## src/rtl/tmr_pkg.sv

```systemverilog
`timescale 1ns/1ps
package tmr_pkg;
   typedef enum logic [2:0] {
      MD_TC_INT  = 3'd0,
      MD_ONESHOT = 3'd1,
      MD_RATE    = 3'd2,
      MD_SQUARE  = 3'd3,
      MD_SW_STB  = 3'd4,
      MD_HW_STB  = 3'd5
   } mode_t;
endpackage

```

## src/rtl/tmr_mode_map.sv

```systemverilog
`timescale 1ns/1ps
module tmr_mode_map
   import tmr_pkg::*;
(
   input  logic [2:0] raw_mode,
   output mode_t      eff_mode
);
   // codes 6 and 7 fold onto the periodic modes
   always_comb begin
      if (raw_mode[2] && raw_mode[1])
         eff_mode = mode_t'({1'b0, raw_mode[1:0]});
      else
         eff_mode = mode_t'(raw_mode);
   end
endmodule

```

## src/rtl/tmr_gate_edge.sv

```systemverilog
`timescale 1ns/1ps
module tmr_gate_edge (
   input  logic clk,
   input  logic rst_n,
   input  logic gate,
   output logic rise
);
   logic gate_q;
   always_ff @(posedge clk or negedge rst_n) begin
      if (!rst_n) gate_q <= 1'b0;
      else        gate_q <= gate;
   end
   assign rise = gate && !gate_q;
endmodule

```

## src/rtl/tmr_step.sv

```systemverilog
`timescale 1ns/1ps
module tmr_step #(
   parameter int CNT_W  = 16,
   parameter bit BCD_EN = 1'b1
) (
   input  logic [CNT_W-1:0] cur,
   input  logic [1:0]       amt,
   input  logic             bcd,
   output logic [CNT_W-1:0] nxt
);
   localparam int DIGITS = CNT_W / 4;

   logic [CNT_W-1:0] bin_res;
   assign bin_res = cur - CNT_W'(amt);

   generate
      if (BCD_EN) begin : g_bcd
         logic [CNT_W-1:0] bcd_res;
         always_comb begin
            logic [4:0] bw;
            logic [4:0] dg;
            bw      = {3'b000, amt};
            bcd_res = '0;
            for (int i = 0; i < DIGITS; i++) begin
               dg = {1'b0, cur[4*i +: 4]};
               if (dg >= bw) begin
                  bcd_res[4*i +: 4] = 4'(dg - bw);
                  bw = 5'd0;
               end else begin
                  bcd_res[4*i +: 4] = 4'(dg + 5'd10 - bw);
                  bw = 5'd1;
               end
            end
         end
         assign nxt = bcd ? bcd_res : bin_res;
      end else begin : g_bin
         logic unused_bcd;
         assign unused_bcd = bcd;
         assign nxt = bin_res;
      end
   endgenerate
endmodule

```

## src/rtl/tmr_channel.sv

```systemverilog
`timescale 1ns/1ps
module tmr_channel
   import tmr_pkg::*;
#(
   parameter int CNT_W  = 16,
   parameter bit BCD_EN = 1'b1
) (
   input  logic             clk,
   input  logic             rst_n,
   input  logic             cnt_en,
   input  logic             gate,
   input  logic [CNT_W-1:0] load_val,
   input  logic             load_stb,
   input  logic [2:0]       mode_sel,
   input  logic             bcd_sel,
   output logic             out,
   output logic [CNT_W-1:0] count_now
);
   localparam logic [CNT_W-1:0] ONE = CNT_W'(1);

   generate
      if (CNT_W < 4) begin : g_bad_width
         $error("tmr_channel: CNT_W must be at least 4");
      end
      if (BCD_EN && (CNT_W % 4 != 0)) begin : g_bad_bcd
         $error("tmr_channel: BCD counting needs CNT_W to be a multiple of 4");
      end
   endgenerate

   mode_t            ld_mode, cur_mode;
   logic             ld_bcd, cur_bcd;
   logic             armed, running, phase_hi, strobe_done, out_r;
   logic [CNT_W-1:0] init_val, cnt, dec;
   logic [1:0]       step_amt;
   logic             rise, trig, adv, fresh, sq_end;

   tmr_mode_map u_map (.raw_mode(mode_sel), .eff_mode(ld_mode));

   tmr_gate_edge u_edge (.clk(clk), .rst_n(rst_n), .gate(gate), .rise(rise));

   tmr_step #(.CNT_W(CNT_W), .BCD_EN(BCD_EN)) u_step (
      .cur(cnt), .amt(step_amt), .bcd(cur_bcd), .nxt(dec)
   );

   assign ld_bcd = BCD_EN && bcd_sel;
   assign fresh  = !armed || (ld_mode != cur_mode) || (ld_bcd != cur_bcd);

   // square wave: an odd count is evened out by the first step of each half
   always_comb begin
      if (cur_mode == MD_SQUARE) begin
         if (cnt[0]) step_amt = phase_hi ? 2'd1 : 2'd3;
         else        step_amt = 2'd2;
      end else begin
         step_amt = 2'd1;
      end
   end

   assign sq_end = (cnt != '0) && (cnt <= CNT_W'(step_amt));

   assign trig = rise && armed &&
                 (cur_mode == MD_ONESHOT || cur_mode == MD_RATE ||
                  cur_mode == MD_SQUARE  || cur_mode == MD_HW_STB);

   assign adv = cnt_en && armed && running &&
                (gate || cur_mode == MD_ONESHOT || cur_mode == MD_HW_STB);

   always_ff @(posedge clk or negedge rst_n) begin
      if (!rst_n) begin
         armed       <= 1'b0;
         cur_mode    <= MD_TC_INT;
         cur_bcd     <= 1'b0;
         init_val    <= '0;
         cnt         <= '0;
         out_r       <= 1'b0;
         running     <= 1'b0;
         phase_hi    <= 1'b0;
         strobe_done <= 1'b0;
      end else if (load_stb) begin
         armed    <= 1'b1;
         cur_mode <= ld_mode;
         cur_bcd  <= ld_bcd;
         init_val <= load_val;
         case (ld_mode)
            MD_TC_INT, MD_SW_STB: begin
               cnt         <= load_val;
               out_r       <= 1'b0;
               running     <= 1'b1;
               strobe_done <= 1'b0;
            end
            MD_ONESHOT: begin
               if (fresh) begin
                  out_r   <= 1'b1;
                  running <= 1'b0;
               end
            end
            MD_HW_STB: begin
               if (fresh) begin
                  out_r       <= 1'b0;
                  running     <= 1'b0;
                  strobe_done <= 1'b0;
               end
            end
            MD_RATE: begin
               if (fresh) begin
                  cnt     <= load_val;
                  out_r   <= 1'b0;
                  running <= 1'b1;
               end
            end
            default: begin
               if (fresh) begin
                  cnt      <= load_val;
                  out_r    <= 1'b1;
                  phase_hi <= 1'b1;
                  running  <= 1'b1;
               end
            end
         endcase
      end else if (trig) begin
         cnt         <= init_val;
         running     <= 1'b1;
         strobe_done <= 1'b0;
         phase_hi    <= 1'b1;
         out_r       <= (cur_mode == MD_SQUARE);
      end else if (adv) begin
         case (cur_mode)
            MD_TC_INT, MD_ONESHOT: begin
               cnt <= dec;
               if (dec == '0) out_r <= 1'b1;
            end
            MD_SW_STB, MD_HW_STB: begin
               cnt         <= dec;
               out_r       <= (dec == '0) && !strobe_done;
               strobe_done <= strobe_done || (dec == '0);
            end
            MD_RATE: begin
               if (cnt == ONE) begin
                  cnt   <= init_val;
                  out_r <= 1'b1;
               end else begin
                  cnt   <= dec;
                  out_r <= 1'b0;
               end
            end
            default: begin
               if (sq_end) begin
                  cnt      <= init_val;
                  phase_hi <= !phase_hi;
                  out_r    <= !phase_hi;
               end else begin
                  cnt <= dec;
               end
            end
         endcase
      end
   end

   assign out       = out_r;
   assign count_now = cnt;
endmodule

```

## config.mk

```make
export PLATFORM = sky130hd
export DESIGN_NAME = tmr_channel
export DESIGN_NICKNAME = d
export VERILOG_FILES = /design/src/rtl/tmr_pkg.sv /design/src/rtl/tmr_mode_map.sv /design/src/rtl/tmr_gate_edge.sv /design/src/rtl/tmr_step.sv /design/src/rtl/tmr_channel.sv
export SDC_FILE = /design/constraint.sdc
export NUM_CORES = 1
export LEC_CHECK = 0
export BUFFER_PORTS_ARGS = -buffer_cell sky130_fd_sc_hd__buf_2
export CORE_MARGIN = 1
export CORE_UTILIZATION = 54
export DETAILED_ROUTE_END_ITERATION = 10
export PLACE_DENSITY = 0.78
export SLEW_MARGIN = 10
export SYNTH_ARGS = -nofsm -noshare
export SYNTH_HDL_FRONTEND = slang
export SYNTH_SLANG_ARGS = --single-unit
```

## constraint.sdc

```tcl
create_clock -name clk -period 5.9 [get_ports clk]
set_clock_uncertainty 0.15 [all_clocks]
set_input_delay 1.475 -clock clk [delete_from_list [all_inputs] [get_ports clk]]
set_output_delay 1.475 -clock clk [all_outputs]
set_load 0.01 [all_outputs]
```

==> flow_metrics.py <==
metrics = {
    "finish": {
        "drive_gt1_share_pct": 21.89,
        "fillerInstances": 547,
        "num_antenna_cells": 0,
        "finalCoreUtilization_pct": 61.56,
        "num-nets-final": 485,
        "number_of_standard_cells_in_the_final_layout_excluding_fillers": 511,
        "syn_to_final_growth_pct": 10.39,
    },
    "routing": {
        "drt-pass1-iter-count": 5,
        "detailroute.via_count": 3215,
        "avgViaCountPerCell": 6.292,
        "postRouteAntennaNets": 0,
        "drt-wirelength-per-cell_um": 17.57,
        "drt_drc_violations_left": 0,
        "drt-initial-drc-count": 282,
        "routed_wirelength_mm": 8.979,
    },
    "clocking": {
        "clockBufferDepth": 2,
        "cts-buffers-inserted": 5,
        "clock_pin_slew_on_the_worst_setup_and_hold_paths_ns": 0.08,
        "max_h_tree_level": 2,
        "clk-insertion-delay-late_ns": 0.30,
        "cts_hold_buf": 0,
        "clock-sinks": 42,
        "cts-root-buf": "sky130_fd_sc_hd__clkbuf_8",
        "tritoncts": "yes",
    },
    "hold_path": {
        "worst_hold_path_type": "register to register",
        "worstHoldStart": "init_val[4]",
        "min_delay_worst_endpoint": "init_val[4]",
        "worstHoldPathCells": 1,
    },
    "sta": {
        "layout_min_cycle_time_ns": 5.425,
        "setup_tns_ns": 0,
        "finalHoldViolations": 0,
        "fin_worst_hold_slack_ns": 0.3586,
        "fin_crit_sh_pct": 91.96,
        "final-max-slew-violation-count": 0,
        "worst_slew_margin_rel_pct": 31.52,
        "maxClockFrequency_mhz": 184.3,
        "finalSetupViolations": 0,
        "max_slew.worst_pin.slew_ns": 1.027,
    },
    "logic_synthesis": {
        "synth.top_cells.by_count": "sky130_fd_sc_hd__dfrtp_1 (42), sky130_fd_sc_hd__inv_1 (39), sky130_fd_sc_hd__nand2_1 (28), sky130_fd_sc_hd__mux2_2 (27), sky130_fd_sc_hd__o21ai_0 (26)",
        "synth_most_common_cell": "sky130_fd_sc_hd__dfrtp_1",
        "ys_dominant_reg_cell": "sky130_fd_sc_hd__dfrtp_1",
        "postSynthCellCount": 400,
        "synthesis.yosys.warnings": 0,
        "synth_largest_area_cell": "sky130_fd_sc_hd__dfrtp_1",
        "postSynth.asyncResetShare_pct": 100.0,
        "synth_edf_count": 0,
        "yosysSeqAreaShare_pct": 29.68,
        "post_synth_num_cell_types": 57,
        "syn_area_um2": 3541,
        "post_synth_main_area_contributors": "sky130_fd_sc_hd__dfrtp_1 (30%), sky130_fd_sc_hd__mux2_2 (8.6%), sky130_fd_sc_hd__ha_1 (8.5%)",
        "synth_top_area_share_pct": 29.68,
        "mappedNetlistNets": 451,
        "synthesized_area_divided_by_synthesized_cell_count_um2": 8.852,
        "postSynthRegisterBits": 42,
    },
    "placed_design": {
        "dp.final_hpwl_mm": 6.702,
        "io_buffers": 41,
        "numPlacedInstances": 501,
        "gp_congestion": 0.9745,
    },
    "grt": {
        "antenna_found_initial": 0,
        "globalRouteOverflowTotal": 0,
        "maximum_number_of_pins_on_one_net_before_global_route_repair": 58,
        "grt_util_all_layers_pct": 26.70,
        "first_global_vias": 2959,
        "grt_first_pass_wirelength_mm": 14.99,
    },
    "worst_setup_path": {
        "worst_ep_arrival_time_ns": 5.46,
        "endpoint_required_time_on_the_critical_path_ns": 5.94,
        "r2r_setup_slack_ns": 0.47,
        "cp-end-kind": "register",
        "rr_startpoint": "cur_mode[2]",
        "critical_path_peak_fanout": 7,
        "startpoint_type": "register",
        "timing_worst_setup_path_type": "register to register",
        "rr_worst_depth": 28,
        "slowest_stage": "sky130_fd_sc_hd__dfrtp_2",
        "critPathMostFrequentCell": "sky130_fd_sc_hd__ha_1",
        "max_stage_delay_ns": 0.46,
        "reg2reg_to": "out",
    },
    "die": {
        "rows": 29,
        "top_level_ports": 42,
        "floorplan.core_area_um2": 6350,
        "die_width_um": 82.98,
        "die-height_um": 82.98,
        "floorplan.initialDensity_pct": 55.76,
        "die_area_um2": 6885,
    },
    "run": {
        "drv.max_cap_violation_count": 0,
    },
    "power": {
        "power.density_nw_per_um2": 341.5,
        "max-vdd-ir-drop_mv": 0.2033,
        "p_leak_nw": 1.770,
    },
    "status": {
        "run_status": "finished, final reports clean",
    },
}
## through the flow
step / total power, mW / setup WS [ns] / area (um^2)
floorplan: 0.9173 / 0.3931 / 3541
global placement: 1.097 / 0.5206 / 3785
detailed placement: 1.123 / 0.2841 / 3785
CTS: 1.311 / 0.2661 / 3869
global route: 1.427 / -0.02815 / 3909
finish: 1.335 / 0.4745 / 3909
## logic make-up after synthesis
logic type                 count (synthesis)  synth area share [%]
and+or+nand+nor                          120                 17.88
AOI/OAI and AO/OA                         84                 16.64
buffers and inverters                     59                 6.396
muxes                                     50                 15.09
DFF                                       42                 29.68
adders and majority gates                 26                 9.611
xor gates and xnor gates                  19                 4.700
## flip-flops by register name (all words and copies together), names as in the netlist
register	count
u_edge.gate_q	1
phase_hi	1
cur_bcd	1
running	1
out	1
init_val	16
strobe_done	1
armed	1
count_now	16
cur_mode	3
## how the worst max path moves through the flow
stage	startpoint	end	slack [ns]	depth (start not counted)
after CTS	cur_mode[2]	out	0.27	28
after detailed placement	cur_mode[2]	out	0.28	28
after global routing	cur_mode[2]	out	-0.03	28
after global placement	cur_mode[2]	out	0.52	28
final	cur_mode[2]	out	0.47	28
after floorplan	cur_mode[1]	out	0.39	29
## per-layer routing
| layer | GRT usage (%) | part of all wire (%) |
|---|---|---|
| met4 | 7.837 | 2.0 |
| met3 | 4.473 | 8.4 |
| met1 | 40.05 | 45 |
| met5 | 0 | 0 |
| met2 | 39.49 | 45 |
## cells in the final DEF (no fill, tap or decap), types with 3 or more instances in the layout
| cell | Yosys | routed |
|---|---|---|
| sky130_fd_sc_hd__a211oi_1 | 7 | 7 |
| sky130_fd_sc_hd__a21o_1 | 3 | 3 |
| sky130_fd_sc_hd__a21oi_1 | 11 | 10 |
| sky130_fd_sc_hd__a31oi_1 | 4 | 4 |
| sky130_fd_sc_hd__buf_2 | 4 | 41 |
| sky130_fd_sc_hd__buf_4 | 0 | 6 |
| sky130_fd_sc_hd__clkbuf_8 | 0 | 5 |
| sky130_fd_sc_hd__dfrtp_1 | 42 | 40 |
| sky130_fd_sc_hd__ha_1 | 24 | 24 |
| sky130_fd_sc_hd__inv_1 | 39 | 39 |
| sky130_fd_sc_hd__mux2_2 | 27 | 27 |
| sky130_fd_sc_hd__mux2i_1 | 23 | 23 |
| sky130_fd_sc_hd__nand2_1 | 28 | 28 |
| sky130_fd_sc_hd__nand2b_1 | 13 | 13 |
| sky130_fd_sc_hd__nand3_1 | 7 | 6 |
| sky130_fd_sc_hd__nand4_1 | 7 | 7 |
| sky130_fd_sc_hd__nor2_1 | 23 | 23 |
| sky130_fd_sc_hd__nor2b_1 | 8 | 8 |
| sky130_fd_sc_hd__nor3_1 | 8 | 8 |
| sky130_fd_sc_hd__nor3b_1 | 4 | 4 |
| sky130_fd_sc_hd__nor4_1 | 4 | 3 |
| sky130_fd_sc_hd__o21ai_0 | 26 | 26 |
| sky130_fd_sc_hd__o31ai_1 | 7 | 7 |
| sky130_fd_sc_hd__or2_2 | 3 | 3 |
| sky130_fd_sc_hd__or3_1 | 3 | 3 |
| sky130_fd_sc_hd__xnor2_1 | 18 | 18 |
## power by group
group          internal (mW)  total (mW)  switching (mW)
combinational          0.307       0.708           0.401
sequential             0.340       0.440           0.100
clock                 0.0809       0.186           0.105
total                  0.728        1.33           0.607
## area by class of cell
type	instances	area [um^2]	share of cell area, %
Tap cell	77	96.34	2.465
Clock inverter	2	15.01	0.3841
Timing Repair Buffer	47	250.2	6.402
Multi-Input combinational cell	299	2278	58.29
Clock buffer	5	68.82	1.761
Inverter	39	146.4	3.745
Sequential cell	42	1054	26.95
## repair_timing
| action | 4_1_cts | 5_1_grt |
|---|---|---|
| endpoints found under the setup margin | 0 | 2 |
| gates resized for setup | 0 | 5 |
| buffers inserted | 0 | 3 |
## worst max-delay path: cells and delay by family, from the launching register on
family | cells | cell delay [ns]
multiplexers | 1 | 0.37
AND/OR/NAND/NOR | 7 | 0.96
flip-flops | 1 | 0.46
adder cells (fa/ha/maj) | 9 | 1.71
AO/OA/AOI/OAI | 7 | 1.37
buffers and inverters | 4 | 0.30
Power figures use the tool's default switching activity.
